<file path="src/rtl/cmp_filter.sv">
module cmp_filter #(
  parameter int LEN_W = 12
) (
  input  logic             clk,
  input  logic             rst_n,
  input  logic             en,
  input  logic             raw_in,
  input  logic             bypass,
  input  logic             invert,
  input  logic             sync_en,
  input  logic [2:0]       mode,
  input  logic [LEN_W-1:0] flt_len,
  output logic             out_o
);

  logic             s1, s2, filt;
  logic [LEN_W-1:0] cnt;
  logic [LEN_W:0]   cnt_inc;
  logic             src, eff_byp, fast_pass;

  assign src       = sync_en ? s2 : raw_in;
  assign eff_byp   = bypass | ~mode[2] | (flt_len == '0);
  assign fast_pass = (mode[1:0] == 2'b10 && src) || (mode[1:0] == 2'b11 && !src);
  assign cnt_inc   = {1'b0, cnt} + {{LEN_W{1'b0}}, 1'b1};
  assign out_o     = en & ((eff_byp ? src : filt) ^ invert);

  always_ff @(posedge clk or negedge rst_n) begin
    if (!rst_n) begin
      s1 <= 1'b0; s2 <= 1'b0; filt <= 1'b0; cnt <= '0;
    end else if (!en) begin
      s1 <= 1'b0; s2 <= 1'b0; filt <= 1'b0; cnt <= '0;
    end else begin
      s1 <= raw_in;
      s2 <= s1;
      if (eff_byp) begin
        filt <= src;
        cnt  <= '0;
      end else if (mode[1:0] == 2'b00) begin
        if (cnt != '0) cnt <= cnt - 1'b1;
        else if (src != filt) begin
          filt <= src;
          cnt  <= flt_len;
        end
      end else begin
        if (src == filt) cnt <= '0;
        else if (fast_pass) begin
          filt <= src;
          cnt  <= '0;
        end else if (cnt_inc >= {1'b0, flt_len}) begin
          filt <= src;
          cnt  <= '0;
        end else cnt <= cnt_inc[LEN_W-1:0];
      end
    end
  end

endmodule


</file>
<file path="config.mk">
export PLATFORM = sky130hd
export DESIGN_NAME = cmp_filter
export DESIGN_NICKNAME = d
export VERILOG_FILES = /design/src/rtl/cmp_filter.sv
export SDC_FILE = /design/constraint.sdc
export NUM_CORES = 1
export LEC_CHECK = 0
export BUFFER_PORTS_ARGS = -buffer_cell sky130_fd_sc_hd__buf_2
export CORE_MARGIN = 8
export CORE_UTILIZATION = 50
export DETAILED_ROUTE_END_ITERATION = 8
export PLACE_DENSITY = 0.7
export SYNTH_ARGS = -nofsm -noshare
export SYNTH_HDL_FRONTEND = slang
export SYNTH_SLANG_ARGS = --single-unit
</file>
<file path="constraint.sdc">
create_clock -name clk -period 3 [get_ports clk]
set_input_delay 0.6 -clock clk [delete_from_list [all_inputs] [get_ports clk]]
set_output_delay 0.6 -clock clk [all_outputs]
set_load 0.01 [all_outputs]
</file>
==> metrics <==
H-tree depth 1; Reg power frac 36.5%; DRT iter0 DRCs approximately 120; Num Clock Sinks 15; RePlAce Congestion around 0.93; worst-margin pin slew 0.478 ns; initial antenna violation count 0; WL met1 2.14 mm; number of core rows 21; worst path cell trace ha_4, nand3_2, or3_4, nor2_2, xor2_1, ha_1, a21o_1, a21o_1, nor4_4, buf_4, nand2_4, buf_4, o22ai_1; core box area 0.00339 mm^2; Max Freq 0.344 GHz; WL met3 slightly above 400 um; Worst EP required 3.23 ns; Setup Viol. Count Final 0; via total after detailed routing 1,754; n_diodes 0; Clk Latency, worst-skew pair roughly 0.30 ns; Die Area between 0.005 and 0.006 mm^2; Post-CTS Hold Fix Bufs 0; Psw 0.000227 W; CP Launch Type register; Post-Syn Area per Cell 8.30 um^2; first-pass GRT wire length between 8 and 9 mm; Final Power around 0.00059 W; setup tns final 0 ns; Slew Limit Fails 0; syn nets 253; mapped cell area 0.00179 mm^2; clock root cell clkbuf_4; Routed Wire Length around 5.3 mm; HP Class in -> async; DRT Pass-1 Iters 5; routed wl met2 around 2.7 mm; Buffers on Ports 22; total grt overflow 0; Max Cap Viol 0; Post-synth EDFFs 0; post-route antenna net violation count 0; Period Utilization, post-route 96.9%; total CTS buffers 3; CTS clk-pin slew, worst paths 0.11 ns; Vert. Die Dim 75.9 um; DR WL/cell around 18 um; post-synthesis instance total between 200 and 250; Max Buffers Root-to-Sink 2; commonest non-fill, non-tap cell in the layout buf_2; critical path type reg -> reg; power density over the cells 279 mW/mm^2; Logic pwr share 40.8%; via/cell ratio 5.93; GRT Overall Usage roughly a fifth; Final Hold Vio Count 0; maximum VDD drop around 230 uV; Initial Util 52.9%; arrival time worst endpoint 3.14 ns; CTS tree built; clock power share 22.7%; Crit-path slowest cell dfrtp_1; number of global-route vias before repair 1,695; top sig layer met4; critical-path maximum fanout 6; critical path's largest stage delay 0.41 ns; synthesis-to-finish area growth 17.2%; synth warn 0; P_int between 0.0003 and 0.0004 W; Primary FF master, synth dfrtp_1; status complete, no violations; # nets final 288; CP endpoint kind register; CP bufs+invs 2; Netlist cell types 54; sequential area share after synthesis a little over a fifth; most frequent cells in the layout buf_2, buf_4, nand3_1, nand2_1, dfrtp_1; share of cells above drive strength 1 27.2%; CP delay by family, top simple AND/OR/NAND/NOR gates; Die X between 70 and 80 um; drc violations 0; number of synthesized register bits 15; Core Util, Final 62.0%; DP HPWL 4.00 mm; RSZ-0062 raised after global routing true; leakage 1.01 nW; clock skew 0.00798 ns; io pins 23; Max-slew headroom 68.0%; Sw Ratio 38.6%; Period minus WS final between 2 and 3 ns; largest net degree at the start of global routing 19; Post-synth ARST share 100%
## per-layer routing
layer / vias to the layer above / GRT usage, %
li1: 851 / -
met1: 830 / 23.8
met3: 6 / 3.55
met4: 0 / 3.41
met2: 67 / 33.3
met5: - / 0
## path summary, 6_finish.rpt
check	start	end	slack [ns]	cells past startpoint
max	cnt[1]$_DFFE_PN0P_	cnt[7]$_DFFE_PN0P_	0.09	13
min	rst_n	cnt[4]$_DFFE_PN0P_	0.20	1
max reg2reg	cnt[1]$_DFFE_PN0P_	cnt[7]$_DFFE_PN0P_	0.09	13
min reg2reg	s1$_DFF_PN0_	s2$_DFF_PN0_	0.47	1
max in group asynchronous	rst_n	cnt[11]$_DFFE_PN0P_	2.52	1
min in group clk	s1$_DFF_PN0_	s2$_DFF_PN0_	0.47	1
## power groups by stage
stage	Sequential [W]	Combinational, W	Clock [W]
2_1_floorplan	0.000216	0.000152	0
3_3_place_gp	0.000217	0.000217	0
3_5_place_dp	0.000218	0.000220	0
4_1_cts	0.000214	0.000221	0.000131
5_1_grt	0.000215	0.000258	0.000142
6_report	0.000214	0.000240	0.000133
## repair_timing
item,CTS,global route
resized for setup,0,7
buffers inserted,0,5
setup endpoints to repair,0,12
## worst reg2reg max path, stage by stage (launching register included)
cell,delay [ns]
dfrtp_1,0.41
ha_4,0.16
nand3_2,0.06
or3_4,0.40
nor2_2,0.12
xor2_1,0.20
ha_1,0.28
a21o_1,0.16
a21o_1,0.18
nor4_4,0.35
buf_4,0.19
nand2_4,0.05
buf_4,0.17
o22ai_1,0.11
## logic make-up (layout without fill, tap and decap cells)
kind of cell / Yosys count / count (layout) / share of synthesized area, %
DFF: 15 / 15 / 20.9
muxes: 3 / 3 / 1.95
xor gates and xnor gates: 23 / 23 / 12.3
adders and majority gates: 15 / 15 / 10.5
and+or+nand+nor: 90 / 90 / 29.5
AOI/OAI and AO/OA: 45 / 45 / 17.8
buffers and inverters: 25 / 59 / 7.05
## sequential cells by signal, indices dropped and copies added, names as in the netlist
| register | flops |
|---|---|
| cnt | 12 |
| filt | 1 |
| s1 | 1 |
| s2 | 1 |
## layout make-up
type / count / area, um^2
clock buffers: 4 / 26.3
fillers: 312 / 1290
inverters: 13 / 48.8
multi-input cells: 176 / 1330
flip-flops and latches: 15 / 375
well taps: 46 / 57.6
repair buffers: 42 / 260
## cells in the mapped netlist, types with 2 or more instances
master / count / share of area (%)
nor4_1: 4 / 1.4
ha_1: 15 / 10
o21bai_1: 2 / 0.84
nand4_1: 7 / 2.4
nor2_1: 14 / 2.9
and3_1: 3 / 1.0
mux2i_1: 2 / 1.1
nand3_1: 18 / 5.0
o211ai_1: 2 / 0.84
a31oi_1: 2 / 0.70
buf_6: 3 / 1.9
buf_2: 2 / 0.56
nand2_1: 18 / 3.8
xor2_1: 8 / 3.9
and2_1: 4 / 1.4
inv_1: 13 / 2.7
nor3_1: 4 / 1.1
clkbuf_1: 4 / 0.84
dfrtp_1: 15 / 21
o22ai_1: 6 / 2.1
nor3b_1: 2 / 0.84
a21oi_1: 14 / 3.9
buf_4: 2 / 0.84
a21o_1: 2 / 0.84
xnor2_1: 14 / 6.8
nand3_2: 2 / 1.1
o21ai_0: 6 / 1.7
nor4_4: 2 / 2.4
## stage by stage
| step | setup WS (ns) | instance area, um^2 | instances | hold WS (ns) |
|---|---|---|---|---|
| after floorplan | 0.190 | 1790 | 216 | 0.304 |
| after global placement | 0.155 | 2000 | 287 | 0.437 |
| after detailed placement | 0.0339 | 2000 | 287 | 0.443 |
| after CTS | 0.00398 | 2020 | 291 | 0.220 |
| after global routing | -0.0585 | 2100 | 296 | 0.212 |
| final | 0.0941 | 2100 | 296 | 0.197 |
Power figures use the tool's default switching activity.
